===== src/rtl/fxe_pkg.sv =====
package fxe_pkg;
  localparam logic [1:0] REG_CTRL = 2'd0;
  localparam logic [1:0] REG_ADDR = 2'd1;
  localparam logic [1:0] REG_FIFO = 2'd2;

  typedef enum logic [1:0] {
    SEQ_IDLE  = 2'd0,
    SEQ_ISSUE = 2'd1,
    SEQ_WAIT  = 2'd2
  } seq_state_t;

  function automatic int unsigned clamp_count(int unsigned req, int unsigned depth);
    return (req > depth) ? depth : req;
  endfunction

  function automatic int unsigned free_words(int unsigned depth, int unsigned held);
    return depth - held;
  endfunction

  function automatic logic [31:0] step_addr(logic [31:0] a);
    return a + 32'd4;
  endfunction
endpackage


===== src/rtl/fxe_fifo.sv =====
module fxe_fifo #(
  parameter int DEPTH = 32,
  parameter int W     = 32,
  localparam int PW   = (DEPTH > 1) ? $clog2(DEPTH) : 1,
  localparam int CW   = $clog2(DEPTH + 1)
) (
  input  logic          clk,
  input  logic          rst_n,
  input  logic          push,
  input  logic          pop,
  input  logic [W-1:0]  din,
  output logic [W-1:0]  dout,
  output logic [CW-1:0] count,
  output logic          full,
  output logic          empty
);
  logic [W-1:0]  mem [DEPTH];
  logic [PW-1:0] wr_ptr, rd_ptr;
  logic          do_push, do_pop;

  function automatic logic [PW-1:0] wrap_inc(logic [PW-1:0] p);
    return (p == PW'(DEPTH - 1)) ? '0 : p + 1'b1;
  endfunction

  assign full    = (count == CW'(DEPTH));
  assign empty   = (count == '0);
  assign do_pop  = pop && !empty;
  assign do_push = push && (!full || do_pop);
  assign dout    = mem[rd_ptr];

  always_ff @(posedge clk) begin
    if (do_push) mem[wr_ptr] <= din;
  end

  always_ff @(posedge clk) begin
    if (!rst_n) begin
      wr_ptr <= '0;
      rd_ptr <= '0;
      count  <= '0;
    end else begin
      if (do_push) wr_ptr <= wrap_inc(wr_ptr);
      if (do_pop)  rd_ptr <= wrap_inc(rd_ptr);
      count <= count + CW'(do_push) - CW'(do_pop);
    end
  end

  assert_count_bound_R7: assert property (@(posedge clk) disable iff (!rst_n)
    count <= CW'(DEPTH));
  assert_push_grows_R6: assert property (@(posedge clk) disable iff (!rst_n)
    (push && !pop && !full) |=> (count == $past(count) + 1'b1));
endmodule


===== src/rtl/fxe_rd_seq.sv =====
module fxe_rd_seq #(
  parameter int CW = 6
) (
  input  logic          clk,
  input  logic          rst_n,
  input  logic          start,
  input  logic [CW-1:0] start_cnt,
  input  logic          fifo_full,
  input  logic          rd_valid,
  output logic          rd_req,
  output logic          seq_push,
  output logic          busy
);
  import fxe_pkg::*;
  seq_state_t    state;
  logic [CW-1:0] remaining;

  assign busy     = (state != SEQ_IDLE);
  assign rd_req   = (state == SEQ_ISSUE) && !fifo_full;
  assign seq_push = (state == SEQ_WAIT) && rd_valid;

  always_ff @(posedge clk) begin
    if (!rst_n) begin
      state     <= SEQ_IDLE;
      remaining <= '0;
    end else begin
      case (state)
        SEQ_IDLE: if (start) begin
          remaining <= start_cnt;
          state     <= SEQ_ISSUE;
        end
        SEQ_ISSUE: if (!fifo_full) state <= SEQ_WAIT;
        SEQ_WAIT: if (rd_valid) begin
          remaining <= remaining - 1'b1;
          state     <= (remaining == CW'(1)) ? SEQ_IDLE : SEQ_ISSUE;
        end
        default: state <= SEQ_IDLE;
      endcase
    end
  end

  assert_single_outstanding_R2: assert property (@(posedge clk) disable iff (!rst_n)
    rd_req |=> !rd_req);
  assert_start_busy_R2: assert property (@(posedge clk) disable iff (!rst_n)
    (start && !busy) |=> busy);
endmodule


===== src/rtl/fxe_wr_drain.sv =====
module fxe_wr_drain #(
  parameter int W = 32
) (
  input  logic         enable,
  input  logic         fifo_empty,
  input  logic [W-1:0] fifo_dout,
  input  logic         wr_ready,
  output logic         wr_valid,
  output logic [W-1:0] wr_data,
  output logic         drain_pop
);
  assign wr_valid  = enable && !fifo_empty;
  assign wr_data   = fifo_dout;
  assign drain_pop = wr_valid && wr_ready;
endmodule


===== src/rtl/flash_xfer_engine.sv =====
module flash_xfer_engine #(
  parameter int DEPTH = 32,
  localparam int CW   = $clog2(DEPTH + 1)
) (
  input  logic        clk,
  input  logic        rst_n,
  input  logic        host_wr,
  input  logic        host_rd,
  input  logic [1:0]  host_addr,
  input  logic [31:0] host_wdata,
  output logic [31:0] host_rdata,
  output logic        flash_rd_req,
  output logic [31:0] flash_rd_addr,
  input  logic        flash_rd_valid,
  input  logic [31:0] flash_rd_data,
  output logic        flash_wr_valid,
  output logic [31:0] flash_wr_addr,
  output logic [31:0] flash_wr_data,
  input  logic        flash_wr_ready
);
  import fxe_pkg::*;

  logic          rd_mode, udf, ovf, busy;
  logic [31:0]   ptr;
  logic          ctrl_wr, ctrl_accept, ctrl_zero, addr_wr, start;
  logic          host_push, host_pop, seq_push, drain_pop, drain_en;
  logic          fifo_push, fifo_pop, fifo_full, fifo_empty;
  logic [31:0]   fifo_din, fifo_dout;
  logic [CW-1:0] fifo_count, start_cnt, free_cnt;

  assign ctrl_wr     = host_wr && (host_addr == REG_CTRL);
  assign ctrl_accept = ctrl_wr && !busy;
  assign ctrl_zero   = ctrl_accept && (host_wdata == '0);
  assign addr_wr     = host_wr && (host_addr == REG_ADDR) && !busy;
  assign start_cnt   = CW'(clamp_count(int'(host_wdata[31:16]), DEPTH));
  assign start       = ctrl_accept && host_wdata[0] && (start_cnt != '0);
  assign host_push   = host_wr && (host_addr == REG_FIFO) && !rd_mode;
  assign host_pop    = host_rd && (host_addr == REG_FIFO);
  assign drain_en    = !rd_mode && !host_pop;
  assign fifo_push   = seq_push || host_push;
  assign fifo_pop    = host_pop || drain_pop;
  assign fifo_din    = seq_push ? flash_rd_data : host_wdata;
  assign free_cnt    = CW'(free_words(DEPTH, int'(fifo_count)));

  fxe_fifo #(.DEPTH(DEPTH), .W(32)) u_fifo (
    .clk(clk), .rst_n(rst_n), .push(fifo_push), .pop(fifo_pop), .din(fifo_din),
    .dout(fifo_dout), .count(fifo_count), .full(fifo_full), .empty(fifo_empty)
  );

  fxe_rd_seq #(.CW(CW)) u_seq (
    .clk(clk), .rst_n(rst_n), .start(start), .start_cnt(start_cnt),
    .fifo_full(fifo_full), .rd_valid(flash_rd_valid), .rd_req(flash_rd_req),
    .seq_push(seq_push), .busy(busy)
  );

  fxe_wr_drain #(.W(32)) u_drain (
    .enable(drain_en), .fifo_empty(fifo_empty), .fifo_dout(fifo_dout),
    .wr_ready(flash_wr_ready), .wr_valid(flash_wr_valid), .wr_data(flash_wr_data),
    .drain_pop(drain_pop)
  );

  assign flash_rd_addr = ptr;
  assign flash_wr_addr = ptr;

  always_ff @(posedge clk) begin
    if (!rst_n) begin
      rd_mode <= 1'b0;
      udf     <= 1'b0;
      ovf     <= 1'b0;
      ptr     <= '0;
    end else begin
      if (ctrl_accept) rd_mode <= host_wdata[0];
      if (ctrl_zero) begin
        udf <= 1'b0;
        ovf <= 1'b0;
      end else begin
        if (host_pop && fifo_empty) udf <= 1'b1;
        if (host_push && fifo_full && !drain_pop) ovf <= 1'b1;
      end
      if (addr_wr) ptr <= host_wdata;
      else if (flash_rd_req || drain_pop) ptr <= step_addr(ptr);
    end
  end

  always_comb begin
    case (host_addr)
      REG_CTRL: host_rdata = {16'h0, 8'(free_cnt), 4'h0, ovf, udf, busy, rd_mode};
      REG_ADDR: host_rdata = ptr;
      REG_FIFO: host_rdata = fifo_empty ? 32'h0 : fifo_dout;
      default:  host_rdata = 32'h0;
    endcase
  end

  assert_busy_mode_R10: assert property (@(posedge clk) disable iff (!rst_n)
    busy |-> rd_mode);
  assert_ctrl_ignored_R10: assert property (@(posedge clk) disable iff (!rst_n)
    (ctrl_wr && busy) |=> rd_mode);
  assert_udf_sticky_R8: assert property (@(posedge clk) disable iff (!rst_n)
    (host_pop && fifo_empty && !ctrl_zero) |=> udf);
  assert_no_drain_in_read_R12: assert property (@(posedge clk) disable iff (!rst_n)
    rd_mode |-> !flash_wr_valid);
  assert_addr_step_R13: assert property (@(posedge clk) disable iff (!rst_n)
    (flash_rd_req && !addr_wr) |=> (ptr == $past(ptr) + 32'd4));
  assert_push_exclusive_R12: assert property (@(posedge clk) disable iff (!rst_n)
    !(seq_push && host_push));
endmodule


===== config.mk =====
export PLATFORM = sky130hd
export DESIGN_NAME = flash_xfer_engine
export DESIGN_NICKNAME = d
export VERILOG_FILES = /design/src/rtl/fxe_pkg.sv /design/src/rtl/fxe_fifo.sv /design/src/rtl/fxe_rd_seq.sv /design/src/rtl/fxe_wr_drain.sv /design/src/rtl/flash_xfer_engine.sv
export SDC_FILE = /design/constraint.sdc
export NUM_CORES = 1
export LEC_CHECK = 0
export ABC_AREA = 1
export BUFFER_PORTS_ARGS = -buffer_cell sky130_fd_sc_hd__buf_2
export CAP_MARGIN = 25
export CELL_PAD_IN_SITES_DETAIL_PLACEMENT = 1
export CELL_PAD_IN_SITES_GLOBAL_PLACEMENT = 1
export CORE_UTILIZATION = 45
export DETAILED_ROUTE_END_ITERATION = 10
export PLACE_DENSITY = 0.75
export SLEW_MARGIN = 20
export SYNTH_ARGS = -nofsm -noshare
export SYNTH_HDL_FRONTEND = slang
export SYNTH_HIERARCHICAL = 1
export SYNTH_SLANG_ARGS = --single-unit

===== constraint.sdc =====
create_clock -name clk -period 3.6 [get_ports clk]
set_input_delay 0.72 -clock clk [delete_from_list [all_inputs] [get_ports clk]]
set_output_delay 0.72 -clock clk [all_outputs]
set_load 0.03 [all_outputs]

Yosys cells after proc, flatten, opt, wreduce, memory -nomap -nowiden
Memories as Yosys holds them, arrays and structs flattened. A register that Yosys moved wholly into a read port is not among the register bits.
Cells that the tools add are included.
{"block": "word_totals", "reg_bits": 59, "ramBits": 1024, "inputBits": 72, "memories": 1}
{"block": "op_classes", "n_addsub": 7, "order_cmp": 1, "eq_ne": 11, "mux": 20, "bitwise_logic": 1, "reduce_logical": 41}
{"memory": "u_fifo.mem", "depth": 32, "width": 32, "rd": 1, "rd_clocked_by_memory_dff": 1, "wr": 1, "line_no": "fxe_fifo.sv:17", "text": "logic [W-1:0] mem [DEPTH];"}
{"op": "2-to-1 mux 32 bit", "n": 4}
{"op": "case mux 32 bit (3 select lines)", "n": 1}
{"op": "adder 32 x 3 -> 32 bit (second input constant)", "n": 1}
{"op": "zero test 32 bit", "n": 1}
{"op": "logical AND 1 bit", "n": 20}
{"op": "2-to-1 mux 5 bit", "n": 4}
{"op": "2-to-1 mux 6 bit", "n": 3}
{"op": "greater-than comparator 16 x 6 -> 1 bit (second input constant)", "n": 1}
{"op": "case mux 6 bit (2 select lines)", "n": 1}
{"op": "adder 5 x 1 -> 5 bit (second input constant)", "n": 2}
{"op": "== test 5 bit (second input constant)", "n": 2}
{"op": "adder 6 x 1 -> 6 bit", "n": 1}
{"op": "== test 6 x 1 -> 1 bit (second input constant)", "n": 1}
{"op": "== test 6 bit (second input constant)", "n": 1}
{"op": "zero test 1 bit", "n": 6}
{"op": "zero test 6 bit", "n": 1}
{"op": "2-to-1 mux 2 bit", "n": 3}
{"op": "inequality test 2 bit (second input constant)", "n": 3}
{"op": "case mux 2 bit (3 select lines)", "n": 1}
{"op": "AND reduction 3 bit", "n": 2}
{"op": "nonzero test 2 bit", "n": 3}
{"op": "nonzero test 6 bit", "n": 1}
{"op": "subtractor 6 x 1 -> 6 bit", "n": 1}
{"op": "subtractor 6 x 1 -> 6 bit (second input constant)", "n": 1}
{"op": "other kinds (8)", "n": 16}

Depth between registers and ports, before layout
Gate-level depths: netlist of the first run.
{"block": "logic_depth", "word_depth": 12, "ltp_mapped": 19, "mapped_depth_nobuf": 19}

Hierarchy
The synthesis of the first run kept the hierarchy.
{"module": "fxe_fifo", "instances": 1, "cells_per_inst": 3634, "area_each_um2": 42738.5, "seq_area_each_um2": 31169.9}
{"module": "flash_xfer_engine", "instances": 1, "cells_per_inst": 675, "area_each_um2": 3661.0, "seq_area_each_um2": 700.7}
{"module": "fxe_rd_seq", "instances": 1, "cells_per_inst": 77, "area_each_um2": 505.5, "seq_area_each_um2": 160.2}
{"module": "fxe_wr_drain", "instances": 1, "cells_per_inst": 37, "area_each_um2": 264.0, "seq_area_each_um2": 0.0}

Worst setup path after synthesis of the first run
Ideal clock, no wire load.
{"block": "synth_timing", "kind": "input to register", "start": "input port host_addr[1]", "end": "memory u_fifo.mem[11][0], enable pin", "arrival_ns": 3.226, "slack_ns": -0.048, "cell_stages": 13, "n_path_buf": 0, "path_cell_list": "inv_1 -> nor2_2 -> inv_2 -> o21ai_0 -> inv_1 -> nand2_2 -> nor2_2 -> inv_1 -> o21ai_0 -> nand3_1 -> nand2_1 -> nand2_1 -> nor2_1"}
{"block": "synth_between", "elab_chain_len": 12}
{"element": "start: declaration", "line_no": "flash_xfer_engine.sv:9", "text": "input logic [1:0] host_addr,"}
{"element": "== test 2 bit", "line_no": "flash_xfer_engine.sv:38", "text": "assign host_pop = host_rd && (host_addr == REG_FIFO);"}
{"element": "logical AND 1 bit", "line_no": "flash_xfer_engine.sv:38"}
{"element": "zero test 1 bit", "line_no": "flash_xfer_engine.sv:39", "text": "assign drain_en = !rd_mode && !host_pop;"}
{"element": "logical AND 1 bit", "line_no": "flash_xfer_engine.sv:39"}
{"element": "net drain_en", "line_no": "flash_xfer_engine.sv:26", "text": "logic host_push, host_pop, seq_push, drain_pop, drain_en;"}
{"element": "logical AND 1 bit", "line_no": "fxe_wr_drain.sv:12", "text": "assign wr_valid = enable && !fifo_empty;"}
{"element": "logical AND 1 bit", "line_no": "fxe_wr_drain.sv:14", "text": "assign drain_pop = wr_valid && wr_ready;"}
{"element": "net drain_pop", "line_no": "flash_xfer_engine.sv:26"}
{"element": "logical OR 1 bit", "line_no": "flash_xfer_engine.sv:41", "text": "assign fifo_pop = host_pop || drain_pop;"}
{"element": "net fifo_pop", "line_no": "flash_xfer_engine.sv:27", "text": "logic fifo_push, fifo_pop, fifo_full, fifo_empty;"}
{"element": "logical AND 1 bit", "line_no": "fxe_fifo.sv:27", "text": "assign do_pop = pop && !empty;"}
{"element": "logical OR 1 bit", "line_no": "fxe_fifo.sv:28", "text": "assign do_push = push && (!full || do_pop);"}
{"element": "logical AND 1 bit", "line_no": "fxe_fifo.sv:28"}
{"element": "2-to-1 mux 1 bit", "line_no": "fxe_fifo.sv:32", "text": "if (do_push) mem[wr_ptr] <= din;"}
{"element": "2-to-1 mux 1 bit (not written as such)", "line_no": "fxe_fifo.sv:32"}
{"element": "end: declaration", "line_no": "fxe_fifo.sv:17"}
The timed path passes the listed nets, and every way through them passes these cells.

==> results of run 1 <==
-- what timing repair did --
| item | in CTS | in global routing |
|---|---|---|
| endpoints found under the setup margin | 64 | 36 |
| endpoints found under the hold margin | 0 | 0 |
| cloned | 19 | 12 |
| setup buffers | 12 | 11 |
| gates resized for setup | 103 | 72 |
| pin swaps | 5 | 14 |
-- registers in the layout, summed over array words and instances, names as in the netlist, named ones only --
| signal | flops |
|---|---|
| flash_rd_addr | 32 |
| u_fifo/rd_ptr | 5 |
| u_seq/remaining | 6 |
| u_fifo/wr_ptr | 5 |
| u_fifo/mem | 1024 |
| u_fifo/count | 6 |
| udf | 1 |
| u_seq/state | 2 |
| rd_mode | 1 |
| ovf | 1 |
-- cell type report --
class	instances	area, um^2	share of cell area [%]
flip-flops and latches	1088	32000	57.6
multi-input cells	2889	13100	23.6
repair buffers	444	4360	7.84
clock buffers	131	2930	5.26
well taps	1380	1730	3.10
clock inverters	79	795	1.43
inverters	137	556	0.999
repair inverters	5	70.1	0.126
diodes	1	2.50	0.00450
-- metrics by stage --
stage | TNS (ps) | hold WS (ps)
2_1_floorplan | -42350 | 454
3_3_place_gp | 0 | 467
3_5_place_dp | 0 | 474
4_1_cts | -171 | 272
5_1_grt | -1440 | 287
6_report | -135 | 294
-- per-layer routing --
layer,vias to the layer above,routed length (um),part of all wire [%]
met4,0,7820,4.6
li1,15663,-,-
met3,364,12600,7.4
met2,1695,83300,49
met5,-,0,0
met1,18415,65400,39
-- where the power goes --
| part | total (W) | internal [W] | switching [W] | leakage (nW) |
|---|---|---|---|---|
| logic | 0.0137 | 0.00426 | 0.00948 | 9.44 |
| registers | 0.0144 | 0.0142 | 0.000202 | 9.74 |
| clock network | 0.0119 | 0.00681 | 0.00507 | 1.80 |
-- synth_stat cells --
library cell	number	area, um^2
sky130_fd_sc_hd__xor2_1	1	8.76
sky130_fd_sc_hd__a21o_1	1	7.51
sky130_fd_sc_hd__edfxtp_1	1024	30700
sky130_fd_sc_hd__clkbuf_1	47	176
sky130_fd_sc_hd__buf_2	74	370
sky130_fd_sc_hd__o211ai_1	8	60.1
sky130_fd_sc_hd__inv_2	7	26.3
sky130_fd_sc_hd__o21ai_1	4	20.0
sky130_fd_sc_hd__a22o_1	2	17.5
sky130_fd_sc_hd__and2_1	1	6.26
sky130_fd_sc_hd__nand3b_1	3	22.5
sky130_fd_sc_hd__inv_8	1	11.3
sky130_fd_sc_hd__nand2_2	3	18.8
sky130_fd_sc_hd__ha_1	19	238
sky130_fd_sc_hd__fa_1	1	20.0
sky130_fd_sc_hd__nor2_4	4	45.0
sky130_fd_sc_hd__o221ai_1	3	26.3
sky130_fd_sc_hd__a211oi_1	1	7.51
sky130_fd_sc_hd__nand4_1	12	75.1
sky130_fd_sc_hd__o31ai_1	2	15.0
sky130_fd_sc_hd__buf_4	120	901
sky130_fd_sc_hd__a32oi_1	2	17.5
sky130_fd_sc_hd__a22oi_1	6	45.0
sky130_fd_sc_hd__nor3_1	13	65.1
sky130_fd_sc_hd__nor3b_1	1	7.51
sky130_fd_sc_hd__dfxtp_1	64	1280
sky130_fd_sc_hd__o21ai_0	71	355
sky130_fd_sc_hd__o22ai_1	1	6.26
sky130_fd_sc_hd__nand3_4	1	17.5
sky130_fd_sc_hd__buf_6	48	541
sky130_fd_sc_hd__a32o_1	3	30.0
sky130_fd_sc_hd__or2_2	2	12.5
sky130_fd_sc_hd__inv_1	129	484
sky130_fd_sc_hd__a21oi_1	43	215
sky130_fd_sc_hd__nand3_1	837	4190
sky130_fd_sc_hd__nor2_1	116	435
sky130_fd_sc_hd__buf_8	2	30.0
sky130_fd_sc_hd__a31oi_1	9	56.3
sky130_fd_sc_hd__buf_1	18	67.6
sky130_fd_sc_hd__nand2_4	2	22.5
sky130_fd_sc_hd__nand2_1	1708	6410
sky130_fd_sc_hd__nor4_1	2	12.5
sky130_fd_sc_hd__nor2_2	7	43.8
-- path summary, 6_finish.rpt --
check	startpoint	endpoint	slack, ps	cells past startpoint
worst max-delay path	register	host_rdata[1]	-60	15
worst min-delay path	host_wdata[9]	flash_rd_addr[9]	290	3
worst max register to register	u_fifo/count[4]	u_fifo/count[4]	290	19
worst min register to register	u_seq/remaining[5]	u_seq/remaining[5]	480	2
-- critical path: stages, from the launching register on --
cell and delay, ps:
sky130_fd_sc_hd__dfxtp_4 420, sky130_fd_sc_hd__buf_12 200, sky130_fd_sc_hd__inv_16 90, sky130_fd_sc_hd__buf_12 180
sky130_fd_sc_hd__buf_16 160, sky130_fd_sc_hd__nand2_1 70, sky130_fd_sc_hd__nand3_1 110, sky130_fd_sc_hd__nand3_2 110
sky130_fd_sc_hd__nand2_1 60, sky130_fd_sc_hd__nand2_1 70, sky130_fd_sc_hd__nand2_1 50, sky130_fd_sc_hd__nand2_1 70
sky130_fd_sc_hd__nand2_2 120, sky130_fd_sc_hd__a22oi_1 190, sky130_fd_sc_hd__nand2_1 120, sky130_fd_sc_hd__buf_4 190
-- cells by family (layout without fill, tap and decap cells) --
logic type	Yosys count	in the layout	share of synthesized area (%)
adders and majority gates	20	20	0.546
buffers and inverters	446	796	5.53
other	0	1	0
xor gates and xnor gates	1	1	0.0186
DFF	1088	1088	67.9
AOI/OAI and AO/OA	156	156	1.86
and+or+nand+nor	2712	2712	24.1
==> qor.yml, run 1 <==
outcome: "finished with violations"
failing_checks: "setup timing"
post_drt_via_cell_ratio: 5.87
p_per_area_nw_per_um2: 720
cts_num_sinks: 1088
clock_tree.root_cell: "sky130_fd_sc_hd__clkbuf_16"
crit_fanout: 18
globalRoute.totalOverflow: 0
place.gp.congestion: 0.986
wire_length_of_the_first_global_routing_pass_um: 242000
grt_use_total_pct: 30.9
data_arrival_time_of_the_critical_path_ps: 2940
dr_total_vias: 36137
antenna_found_initial: 0
power.total_w: 0.0400
synth-seq-area-share_pct: 67.9
largest_net_degree_at_the_start_of_global_routing: 80
postLayoutCellArea_um2: 55600
synthCells: 4423
later_pin_clock_latency_in_the_skew_report_ps: 720
timing_worst_slew_pin_value_ps: 1030
worst_setup_path_start_kind: "register"
layout_min_cycle_time_ps: 3660
port_buffers: 201
grt_util_met2_pct: 52.7
initial_utilization_pct: 45.4
tritoncts: "done"
cts_htree_levels: 3
mappedNetlistArea_um2: 47200
crit_required_ps: 2880
post-route-drc-count: 0
gr-usage-met3_pct: 4.49
met1_usage_pct: 39.0
holdBufCountCts: 0
report.final.setup_viol: 5
route.antenna.remaining_nets: 0
finalHoldViolCount: 0
leakagePower_nw: 21.0
utilization_pct: 53.6
synth_nets: 4515
die_w_um: 326
max-slew-margin-rel_pct: 31.0
critical_path_sink_type: "output pin"
rows: 118
maxCapViolations: 0
layout_fillers: 10969
num_io_pins: 202
coreArea_um2: 104000
drive_above_1_share_pct: 15.7
tcrit_tclk_final_pct: 102
ir_worst_vdd_uv: 486
placement.cell_area_um2: 50300
nNetsFinal: 4768
grt.busiest_layer: "met2"
synth.distinct_cells: 43
numCtsBuffers: 111
flow.area_growth_from_synthesis_pct: 17.9
detail_route.iter0.violations: 4127
placement.setup.worst_slack_ps: 273
drv_slew: 0
die_height_um: 326
ys_ff_latch: 1088
die_area_um2: 106000
synthesis.area_per_instance_um2: 10.7
wirelength_um: 169000
instances_no_fill: 6154
grt_pass1_vias: 37146
grt_setup_unrepaired: "true"
dpl.hpwl_um: 97200
most-common-layout-cells: "sky130_fd_sc_hd__nand2_1 (1669), sky130_fd_sc_hd__edfxtp_1 (1024), sky130_fd_sc_hd__nand3_1 (832)"
cts-root-to-sink-buffers: 3
min-delay-path-class: "input port to register"
critical_path_class: "register to output pin"
synth_warnings: 6
timing.fmax_mhz: 273
layout.cells.most_common: "sky130_fd_sc_hd__nand2_1"
clkSlewWorstSetupHoldPaths_ps: 70
clock-skew-final_ps: 41.9
setup_slack_ps: -58.1
drtPass1Iterations: 5
dpl.cell_count: 5888
post_drt_wl_per_cell_um: 27.5
Note: power is estimated with default switching activity, not from simulation.
==> run 2, diff against run 1 <==
SETUP_SLACK_MARGIN = 0.02   (was not set)
==> qor.yml, run 2 (same netlist as run 1, synthesis figures left out) <==
ir_worst_vdd_uv: 449  # -7.6%
drv_slew: 0  # unchanged
coreArea_um2: 104000  # unchanged
post-route-drc-count: 0  # unchanged
port_buffers: 201  # unchanged
post_drt_wl_per_cell_um: 28.0  # +1.9%
largest_register: "u_fifo/mem"
hold_end: "flash_rd_addr[9]"
dr_total_vias: 36385  # +0.69%
setup_slack_ps: -81.1  # -23.0 ps
final.setup.tns_ps: -252  # -117 ps
cpLargestDelayFamily: "simple AND/OR/NAND/NOR gates"
later_pin_clock_latency_in_the_skew_report_ps: 710  # about the same
numCtsBuffers: 111  # unchanged
flow.area_growth_from_synthesis_pct: 19.2
die_w_um: 326  # unchanged
crit_required_ps: 2880  # about the same
max-slew-margin-rel_pct: 27.8  # -3.1 points
cpMostUsedCell: "sky130_fd_sc_hd__nand2_1"
dpl.cell_count: 5888  # unchanged
failing_checks: "setup timing"
initial_utilization_pct: 45.4  # unchanged
min-delay-path-class: "input port to register"
drtPass1Iterations: 6  # +1
rows: 118  # unchanged
die_area_um2: 106000  # unchanged
cts_htree_levels: 3  # unchanged
number_of_flip_flops_in_the_largest_register: 1024  # unchanged
cts_num_sinks: 1088  # unchanged
critical_path_sink_type: "output pin"
finalHoldViolCount: 0  # unchanged
crit_chain: "clkinv_16 > buf_16 > buf_16 > nand3_1 > nand3_1 > nand2_1 > nand2_1 > nand2_1 > nand2_1 > nand2_4 > nand3_1 > o211ai_1 > buf_4"
antenna_cells_inserted: 0  # -1
dpl.hpwl_um: 97200  # unchanged
crit_fanout: 7  # -11
timing_worst_slew_pin_value_ps: 1080  # +47.0 ps
critical_path_depth: 13  # -2
tcrit_tclk_final_pct: 102  # +0.64 points
rrSetupSlack_ps: 310  # +20 ps
largest_net_degree_at_the_start_of_global_routing: 80  # unchanged
placement.cell_area_um2: 50300  # unchanged
layout.cells.most_common: "sky130_fd_sc_hd__nand2_1"
num_io_pins: 202  # unchanged
layout_min_cycle_time_ps: 3680  # +23.0 ps
wirelength_um: 173000  # +2.3%
leakagePower_nw: 21.2  # +1.2%
data_arrival_time_of_the_critical_path_ps: 2960  # +20 ps
nNetsFinal: 4789  # +0.44%
most-common-layout-cells: "sky130_fd_sc_hd__nand2_1 (1660), sky130_fd_sc_hd__edfxtp_1 (1024), sky130_fd_sc_hd__nand3_1 (826)"
outcome: "finished with violations"
post_drt_via_cell_ratio: 5.89  # +0.36%
antenna_found_initial: 0  # unchanged
route.antenna.remaining_nets: 0  # unchanged
timing.hold.worst_path_depth: 3  # unchanged
grt_setup_unrepaired: "true"
clkSlewWorstSetupHoldPaths_ps: 70  # about the same
timing.rr.end: "u_fifo/count[4]"
place.gp.congestion: 0.986  # unchanged
r2r.worst_path.cells: 19  # unchanged
wire_length_of_the_first_global_routing_pass_um: 243000  # +0.52%
grt_pass1_vias: 37273  # +0.34%
maxCapViolations: 0  # unchanged
instances_no_fill: 6174  # +0.32%
clock_tree.root_cell: "sky130_fd_sc_hd__clkbuf_16"
timing.fmax_mhz: 272  # -0.62%
timing.critical_path.slowest_stage_cell: "sky130_fd_sc_hd__dfxtp_4"
power.total_w: 0.0408  # +1.9%
die_height_um: 326  # unchanged
drive_above_1_share_pct: 16.4  # +0.70 points
globalRoute.totalOverflow: 0  # unchanged
postLayoutCellArea_um2: 56200  # +1.0%
critical_path_class: "register to output pin"
p_per_area_nw_per_um2: 726  # +0.83%
tritoncts: "done"
hold_start: "host_wdata[9]"
buffers_plus_inverters_on_the_worst_setup_path: 4  # -1
detail_route.iter0.violations: 4368  # +5.8%
utilization_pct: 54.1  # +0.56 points
clock-skew-final_ps: 44.7  # +2.76 ps
r2r-start: "u_fifo/count[3]"
cts-root-to-sink-buffers: 3  # unchanged
report.final.setup_viol: 9  # +4
worst_setup_path_start_kind: "register"
grt_use_total_pct: 31.1  # +0.18 points
max_stage_delay_ps: 490  # +70 ps
==> run 2: worst max-delay path by stage <==
stage	start	end	slack, ps
2_1_floorplan	host_addr[1]	u_fifo/mem[11][0]	-50
3_3_place_gp	host_addr[1]	u_fifo/count[4]	170
3_5_place_dp	host_addr[1]	u_fifo/count[4]	270
4_1_cts	register	host_rdata[17]	-30
5_1_grt	register	host_rdata[1]	-150
6_report	register	host_rdata[9]	-80
==> run 2: area by class of cell <==
class / instances / area, um^2
clock buffer: 131 / 2930
multi-input combinational: 2889 / 13200
inverter: 137 / 563
tap: 1380 / 1730
sequential: 1088 / 32000
timing repair buffer: 464 / 4850
timing repair inverter: 6 / 87.6
clock inverter: 79 / 795
fill: 10918 / 47600
==> run 2: metal layers <==
metal / vias up / share of wire [%] / GRT usage [%] / wire length, um
met5: - / 0 / 0 / 0
met4: 0 / 5.7 / 14.5 / 9810
met3: 481 / 8.2 / 4.68 / 14300
met2: 1816 / 48 / 53.1 / 83800
met1: 18396 / 38 / 38.9 / 65000
li1: 15692 / - / - / -
==> run 2: report_power, final <==
part / internal [W] / switching [W] / leakage [nW]
Clock: 0.00682 / 0.00509 / 1.80
Sequential: 0.0142 / 0.000204 / 9.74
Combinational: 0.00470 / 0.00978 / 9.69
Total: 0.0257 / 0.0151 / 21.2
==> run 2: timing repair <==
item                                    4_1_cts  5_1_grt
buffers inserted                             11       22
cloned                                       22       20
pin swaps                                     9       25
gates resized for setup                     112      111
endpoints found under the setup margin       64       41
hold buffers                                  0        0
==> run 2: through the flow <==
stage               setup WS, ps  hold WS [ps]
global route                -147           288
CTS                        -29.9           272
detailed placement           273           474
global placement             171           467
finish                     -81.1           296
floorplan                  -47.5           454
==> run 2: worst reg2reg max path, stage by stage (launching register included) <==
cell and delay, ps:
sky130_fd_sc_hd__dfxtp_1 410, sky130_fd_sc_hd__inv_1 90, sky130_fd_sc_hd__ha_1 200, sky130_fd_sc_hd__nand4_1 150
sky130_fd_sc_hd__inv_1 120, sky130_fd_sc_hd__inv_1 80, sky130_fd_sc_hd__nand2_2 60, sky130_fd_sc_hd__nor2_2 120
sky130_fd_sc_hd__inv_1 80, sky130_fd_sc_hd__o21ai_0 110, sky130_fd_sc_hd__nand2_1 140, sky130_fd_sc_hd__nor2_1 160
sky130_fd_sc_hd__inv_1 90, sky130_fd_sc_hd__o21ai_0 80, sky130_fd_sc_hd__ha_1 190, sky130_fd_sc_hd__inv_1 70
sky130_fd_sc_hd__fa_1 460, sky130_fd_sc_hd__o31ai_2 320, sky130_fd_sc_hd__o21ai_0 120, sky130_fd_sc_hd__a21oi_1 160
